[src/rtl/dmafly_pkg.sv]
// Shared types and register encodings for the fly-by transfer engine.
// Assumes one channel; the sequencer state is shared with the top for decode.
package dmafly_pkg;
    typedef enum logic [2:0] {
        ST_IDLE    = 3'd0,
        ST_REQ     = 3'd1,
        ST_SETUP   = 3'd2,
        ST_STROBE  = 3'd3,
        ST_HOLDOFF = 3'd4
    } dmafly_state_e;

    localparam logic [1:0] SEL_ADDR  = 2'd0;
    localparam logic [1:0] SEL_COUNT = 2'd1;
    localparam logic [1:0] SEL_CTRL  = 2'd2;

    localparam int CTL_ARM_BIT = 0;
    localparam int CTL_DIR_BIT = 1;
    localparam int CTL_LEN_LSB = 4;
    localparam int MIN_STROBE  = 2;
endpackage

[src/rtl/dmafly_regs.sv]
// Program registers and address/count datapath.
// Holds the start address, remaining count, direction, strobe length, enable and done flag.
// Assumes the sequencer asserts step once per finished byte and done once per block end.
// Writes are dropped while lock (bus requested) is high.
module dmafly_regs #(
    parameter int AW = 20,
    parameter int CW = 16,
    parameter int SW = 4
) (
    input  logic          clk,
    input  logic          rst_n,
    input  logic          we,
    input  logic [1:0]    sel,
    input  logic [AW-1:0] wdata,
    input  logic          lock,
    input  logic          step,
    input  logic          done,
    output logic [AW-1:0] addr,
    output logic          cnt_last,
    output logic          cnt_zero,
    output logic          en,
    output logic          dir,
    output logic [SW-1:0] wlen,
    output logic          tc
);
    import dmafly_pkg::*;

    localparam logic [SW-1:0] WMIN = SW'(MIN_STROBE);

    logic [CW-1:0] cnt;
    logic [SW-1:0] wfield;
    logic          wr_ok;

    assign wr_ok = we && !lock;

    // Start/current address: loaded by software, advanced per byte.
    always_ff @(posedge clk) begin
        if (!rst_n)
            addr <= '0;
        else if (step)
            addr <= addr + 1'b1;
        else if (wr_ok && sel == SEL_ADDR)
            addr <= wdata;
    end

    // Remaining byte count: loaded by software, lowered per byte.
    always_ff @(posedge clk) begin
        if (!rst_n)
            cnt <= '0;
        else if (step)
            cnt <= cnt - 1'b1;
        else if (wr_ok && sel == SEL_COUNT)
            cnt <= wdata[CW-1:0];
    end

    // Control word: enable, direction and strobe length; block end clears enable.
    always_ff @(posedge clk) begin
        if (!rst_n) begin
            en     <= 1'b0;
            dir    <= 1'b0;
            wfield <= '0;
        end else if (done) begin
            en <= 1'b0;
        end else if (wr_ok && sel == SEL_CTRL) begin
            en     <= wdata[CTL_ARM_BIT];
            dir    <= wdata[CTL_DIR_BIT];
            wfield <= wdata[CTL_LEN_LSB +: SW];
        end
    end

    // Done flag: set at block end, cleared by any accepted control write.
    always_ff @(posedge clk) begin
        if (!rst_n)
            tc <= 1'b0;
        else if (done)
            tc <= 1'b1;
        else if (wr_ok && sel == SEL_CTRL)
            tc <= 1'b0;
    end

    // Derived count conditions and the clamped strobe length.
    always_comb begin
        cnt_last = (cnt == CW'(1));
        cnt_zero = (cnt == '0);
        wlen     = (wfield < WMIN) ? WMIN : wfield;
    end

    AST_ADDR_STEP: assert property (@(posedge clk) disable iff (!rst_n)
        step |=> addr == AW'($past(addr) + 1'b1));
    AST_DONE_DISARMS: assert property (@(posedge clk) disable iff (!rst_n)
        done |=> (!en && tc));
    AST_LOCKED_REGS: assert property (@(posedge clk) disable iff (!rst_n)
        (lock && !step && !done) |=> ($stable(addr) && $stable(cnt) && $stable(en) && $stable(dir)));
endmodule

[src/rtl/dmafly_seq.sv]
// Transfer sequencer: bus request, grant wait, address setup, strobe phase, address hold.
// Assumes the grant stays high until the request is dropped.
// Emits step at each byte end and done when the block finishes or is armed with a count of 0.
module dmafly_seq #(
    parameter int SW = 4
) (
    input  logic                     clk,
    input  logic                     rst_n,
    input  logic                     en,
    input  logic                     dev_req,
    input  logic                     bus_gnt,
    input  logic                     cnt_last,
    input  logic                     cnt_zero,
    input  logic [SW-1:0]            wlen,
    output dmafly_pkg::dmafly_state_e st,
    output logic                     step,
    output logic                     done
);
    import dmafly_pkg::*;

    dmafly_state_e st_nx;
    logic [SW-1:0] wcnt;

    // Next-state and per-byte event decode.
    always_comb begin
        st_nx = st;
        step  = 1'b0;
        done  = 1'b0;
        unique case (st)
            ST_IDLE: begin
                if (en && cnt_zero)
                    done = 1'b1;
                else if (en && dev_req)
                    st_nx = ST_REQ;
            end
            ST_REQ: begin
                if (bus_gnt)
                    st_nx = ST_SETUP;
            end
            ST_SETUP:  st_nx = ST_STROBE;
            ST_STROBE: begin
                if (wcnt >= wlen)
                    st_nx = ST_HOLDOFF;
            end
            ST_HOLDOFF: begin
                step = 1'b1;
                if (cnt_last) begin
                    done  = 1'b1;
                    st_nx = ST_IDLE;
                end else if (dev_req) begin
                    st_nx = ST_SETUP;
                end else begin
                    st_nx = ST_IDLE;
                end
            end
            default: st_nx = ST_IDLE;
        endcase
    end

    // State register.
    always_ff @(posedge clk) begin
        if (!rst_n)
            st <= ST_IDLE;
        else
            st <= st_nx;
    end

    // Strobe-length counter: counts the clocks spent in the strobe phase.
    always_ff @(posedge clk) begin
        if (!rst_n)
            wcnt <= '0;
        else if (st == ST_SETUP)
            wcnt <= SW'(1);
        else if (st == ST_STROBE)
            wcnt <= wcnt + 1'b1;
    end

    AST_STROBE_MIN: assert property (@(posedge clk) disable iff (!rst_n)
        (st == ST_STROBE && $past(st) != ST_STROBE) |=> st == ST_STROBE);
    AST_KEEP_BUS: assert property (@(posedge clk) disable iff (!rst_n)
        (st == ST_HOLDOFF && !cnt_last && dev_req) |=> st == ST_SETUP);
    AST_RELEASE_BUS: assert property (@(posedge clk) disable iff (!rst_n)
        (st == ST_HOLDOFF && !dev_req) |=> st == ST_IDLE);
endmodule

[src/rtl/dmafly_ctrl.sv]
// Top of the single-channel fly-by transfer engine.
// Joins the register datapath and the sequencer and decodes the bus outputs.
// Address, acknowledge and strobes are driven only while the grant is high and a byte is in progress.
// Assumes external buffers use bus_oe; the data bus is never touched here.
module dmafly_ctrl #(
    parameter int AW = 20,
    parameter int CW = 16,
    parameter int SW = 4
) (
    input  logic          clk,
    input  logic          rst_n,
    input  logic          cfg_we,
    input  logic [1:0]    cfg_sel,
    input  logic [AW-1:0] cfg_wdata,
    input  logic          dev_req,
    output logic          dev_ack,
    output logic          bus_req,
    input  logic          bus_gnt,
    output logic [AW-1:0] bus_addr,
    output logic          bus_oe,
    output logic          mem_rd_n,
    output logic          mem_wr_n,
    output logic          io_rd_n,
    output logic          io_wr_n,
    output logic          blk_done,
    output logic          armed
);
    import dmafly_pkg::*;

    dmafly_state_e st;
    logic [AW-1:0] addr;
    logic          step, done, cnt_last, cnt_zero, dir;
    logic [SW-1:0] wlen;
    logic          own, strb;

    dmafly_regs #(.AW(AW), .CW(CW), .SW(SW)) u_regs (
        .clk(clk), .rst_n(rst_n), .we(cfg_we), .sel(cfg_sel), .wdata(cfg_wdata),
        .lock(bus_req), .step(step), .done(done), .addr(addr),
        .cnt_last(cnt_last), .cnt_zero(cnt_zero), .en(armed), .dir(dir),
        .wlen(wlen), .tc(blk_done)
    );

    dmafly_seq #(.SW(SW)) u_seq (
        .clk(clk), .rst_n(rst_n), .en(armed), .dev_req(dev_req), .bus_gnt(bus_gnt),
        .cnt_last(cnt_last), .cnt_zero(cnt_zero), .wlen(wlen),
        .st(st), .step(step), .done(done)
    );

    // Bus ownership and strobe-phase decode, gated by the grant.
    always_comb begin
        own  = bus_gnt && (st == ST_SETUP || st == ST_STROBE || st == ST_HOLDOFF);
        strb = bus_gnt && (st == ST_STROBE);
    end

    // Output drive: paired strobes by direction, address only while owning.
    always_comb begin
        bus_req  = (st != ST_IDLE);
        dev_ack  = own;
        bus_oe   = own;
        bus_addr = own ? addr : '0;
        mem_rd_n = !(strb && !dir);
        io_wr_n  = !(strb && !dir);
        io_rd_n  = !(strb && dir);
        mem_wr_n = !(strb && dir);
    end

    logic strb_any;
    assign strb_any = !(mem_rd_n && mem_wr_n && io_rd_n && io_wr_n);

    AST_ACK_UNDER_REQ: assert property (@(posedge clk) disable iff (!rst_n)
        dev_ack |-> bus_req);
    AST_NO_GRANT_QUIET: assert property (@(posedge clk) disable iff (!rst_n)
        !bus_gnt |-> (!dev_ack && !strb_any));
    AST_STROBE_PAIR: assert property (@(posedge clk) disable iff (!rst_n)
        strb_any |-> ((!mem_wr_n == !io_rd_n) && (!mem_rd_n == !io_wr_n) && (mem_rd_n || mem_wr_n)));
    AST_SETUP_ACK: assert property (@(posedge clk) disable iff (!rst_n)
        (strb_any && !$past(strb_any)) |-> ($past(dev_ack) && $stable(bus_addr)));
    AST_ADDR_STABLE: assert property (@(posedge clk) disable iff (!rst_n)
        (strb_any && $past(strb_any)) |-> $stable(bus_addr));
endmodule

[config.mk]
export PLATFORM = sky130hd
export DESIGN_NAME = dmafly_ctrl
export DESIGN_NICKNAME = d
export VERILOG_FILES = /design/src/rtl/dmafly_pkg.sv /design/src/rtl/dmafly_regs.sv /design/src/rtl/dmafly_seq.sv /design/src/rtl/dmafly_ctrl.sv
export SDC_FILE = /design/constraint.sdc
export NUM_CORES = 1
export LEC_CHECK = 0
export ABC_AREA = 1
export BUFFER_PORTS_ARGS = -buffer_cell sky130_fd_sc_hd__buf_2
export CORE_MARGIN = 1.5
export CORE_UTILIZATION = 39
export DETAILED_ROUTE_END_ITERATION = 12
export SYNTH_ARGS = -nofsm -noshare
export SYNTH_HDL_FRONTEND = slang
export SYNTH_SLANG_ARGS = --single-unit
[constraint.sdc]
create_clock -name clk -period 1.56 [get_ports clk]
set_input_delay 0.156 -clock clk [delete_from_list [all_inputs] [get_ports clk]]
set_output_delay 0.156 -clock clk [all_outputs]
set_load 0.02 [all_outputs]
==> metrics.md <==
| Metric | Value |
|---|---|
| Status | `finished with violations` |
| Failing checks | `setup timing` |
| Slew Limit Fails | `0` |
| Top-area cell type share of the netlist area | `between 20% and 30%` |
| WP data required | `1.40 ns` |
| Unrepaired setup endpoints after global routing | `true` |
| Ports | `between 50 and 60` |
| Top cells by area, synth | `dfxtp_1, nand2_1, nor2_1` |
| H-tree levels | `2` |
| Hold wc startpoint | `cfg_wdata[7]` |
| Placer Congestion | `0.892` |
| Die X | `between 90 and 100 µm` |
| Reg2reg setup slack | `0 ns` |
| Setup TNS | `-3.18 ns` |
| Most frequent cells in the layout | `nand2_1, nor2_1, inv_1` |
| Setup crit end kind | `primary output` |
| Path depth of the worst reg2reg path | `12` |
| Routed WL | `10,800 µm` |
| CTS hold repair buffers | `0` |
| CP cell instances | `inv_4 > nor3_4 > inv_2 > nand2_1 > o21ai_2 > buf_12 > nor2_1 > buf_4` |
| Initial Util | `just over 40%` |
| Worst r2r src | `u_regs.wfield[2]` |
| Dominant cell type by area after synthesis | `dfxtp_1` |
| #FFs+latches synth | `50` |
| Placed wire-length estimate | `between 7000 and 8000 µm` |
| Max incr delay on CP | `0.39 ns` |
| Worst Hold Depth | `3` |
| Least-Margin Pin Slew | `0.350 ns` |
| Worst setup margin | `-0.159 ns` |
| Register Area | `1020 µm²` |
| Skew final | `0.00582 ns` |
| CP arrival | `~1.6 ns` |
| Final Hold Fails | `0` |
| Max Freq | `582 MHz` |
| First-pass GRT wire length | `17,400 µm` |
| Power per cell area | `around 1000 nW/µm²` |
| Final period utilization | `110%` |
| Clock Tree Buf Depth | `2` |
| Core Rows | `34` |
| Crit-path max FO | `21` |
| Hold path endpoint | `u_regs.wfield[3]` |
| CP Class | `reg -> out` |
| Startpoint Class | `register` |
| Port Buffers | `55` |
| Hold Crit Class | `in -> reg` |
| Layout cells sized above 1 | `27.1%` |
| DR iter-0 viols | `179` |
| Syn Nets | `roughly 600` |
| Routed wire per std cell | `between 10 and 15 µm` |
| Via density per instance | `5.10` |
| Clock latency on the worst-skew pair | `0.31 ns` |
| Die ar. | `9660 µm²` |
| Synth warn | `0` |
| Hold slack | `around 0.11 ns` |
| CTS root buf | `clkbuf_8` |
| DRT Pass-1 Iters | `4` |
| # clock sinks | `50` |
| Initial antenna violation count | `0` |
| Slowest-stage cell, CP | `dfxtp_4` |
| Syn Std Cell Area | `3540 µm²` |
| Total GRT Usage | `22.0%` |
| # nets final | `700` |
| Sequential share of the synthesized area | `28.3%` |
| TritonCTS clock tree | `done` |
| Reg-to-Reg End | `u_seq.st[0]` |
| TritonCTS Buffers | `5` |
| Multi-input combinational cell area | `2190 µm²` |
| Largest net degree at the start of global routing | `just over 40` |
| Syn_area_per_cell | `6.15 µm²` |
| Antenna diodes | `0` |
| Netlist cell types | `35` |
| Grt ovf | `0` |
| Max-cap viol count | `0` |
| Syn Inst Count | `576` |
| Peak supply drop | `0.423 mV` |
| Slew headroom | `76.7%` |
| Final Critical Period | `1.72 ns` |
| Routed vias | `3,941` |
| Drt drc | `0` |
| Setup-failing EPs final | `26` |
| Core area | `8760 µm²` |
| Overall die height | `98.3 µm` |
| Vias in the first global route | `3,721` |
| Fill cells | `880` |
| Area Growth Syn to Fin | `29.1%` |
| Leakage | `2.09 nW` |
| Clock slew at reported path FFs | `approximately 0.090 ns` |
| Commonest non-fill, non-tap cell in the layout | `nand2_1` |
| Post-route ant nets | `0` |
-- sequential cells by signal, indices dropped and copies added (netlist names) --
name / count
u_regs.wfield: 4
u_regs.tc: 1
u_regs.addr: 20
u_seq.wcnt: 4
u_regs.en: 1
u_regs.cnt: 16
u_seq.st: 3
u_regs.dir: 1
-- cell families (layout without fill, tap and decap cells) --
family,count (synthesis),in the layout,synth area share [%]
AND/OR/NAND/NOR,299,301,38.5
buffers and inverters,114,201,14.0
AO/OA/AOI/OAI,101,101,15.3
flip-flops,50,50,28.3
adder cells (fa/ha/maj),9,9,3.18
XOR/XNOR,3,3,0.742
-- how the worst max path moves through the flow --
stage,start,end,cells after the start
2_1_floorplan,u_seq.st[1],bus_addr[10],7
3_3_place_gp,u_seq.st[0],u_regs.wfield[3],8
3_5_place_dp,u_seq.st[0],bus_addr[3],9
4_1_cts,u_seq.st[2],bus_addr[0],7
5_1_grt,u_seq.st[0],bus_addr[19],8
6_report,u_seq.st[0],bus_addr[0],8
-- routing by layer --
metal	track usage (%)	vias to the layer above	part of all wire [%]
li1	-	2014	-
met1	29.0	1823	47
met2	37.6	85	47
met3	2.36	19	3.7
met4	6.93	0	2.3
met5	0	-	0
-- power breakdown --
group | leakage, nW | total, mW | internal (mW) | switching, mW
clock network | 0.0524 | 0.944 | 0.481 | 0.462
logic | 1.63 | 2.04 | 0.780 | 1.26
registers | 0.411 | 1.60 | 1.44 | 0.153
total | 2.09 | 4.58 | 2.70 | 1.87
-- area by class of cell --
cell class	count	share of cell area (%)
inverters	94	8.10
repair buffers	99	16.4
multi-input cells	414	48.0
clock inverters	1	0.657
clock buffers	7	1.67
well taps	108	2.96
flip-flops and latches	50	22.2
-- synth_stat cells --
cell type	number
or2_2	2
o21ai_1	7
nor3_1	6
nor2_1	98
inv_2	7
xor2_1	2
nor2_2	4
nand2_4	4
o211ai_2	2
nand3b_1	2
inv_1	87
o21ai_0	45
buf_6	5
and2_1	1
nand2_1	108
a21oi_1	37
dfxtp_1	50
xnor2_1	1
nand2_2	6
nor2_4	4
and3_1	1
a21o_1	1
clkbuf_1	4
nand3_2	1
nand4_1	11
o211ai_1	1
a31oi_1	4
nand3_4	1
buf_2	4
a22oi_1	2
nand3_1	48
o21bai_1	2
nor3_4	2
ha_1	9
buf_4	7
-- stage by stage --
step / power (mW) / instance area, µm² / std cells / util [%] / worst slack [ns]
2_1_floorplan: 2.85 / 3540 / 576 / - / 0.00132
3_3_place_gp: 3.29 / 4040 / 747 / 46.1 / 0.0396
3_5_place_dp: 3.32 / 4040 / 747 / 46.1 / 0.0192
4_1_cts: 4.31 / 4200 / 755 / 48.0 / -0.184
5_1_grt: 4.88 / 4570 / 773 / 52.2 / -0.261
6_report: 4.58 / 4570 / 773 / 52.2 / -0.159
-- critical path: cells and delay by family (launching register included) --
family / cells / cell delay (ns)
buffers and inverters: 4 / 0.41
flip-flops: 1 / 0.39
AND/OR/NAND/NOR: 3 / 0.38
AO/OA/AOI/OAI: 1 / 0.07
-- timing repair --
| action | in CTS | in global routing |
|---|---|---|
| endpoints found under the hold margin | 0 | 0 |
| setup endpoints to repair | 27 | 56 |
| cloned | 0 | 2 |
| pin swaps | 1 | 13 |
| buffers inserted | 1 | 16 |
| gates resized for setup | 20 | 88 |
Power figures use the tool's default switching activity.
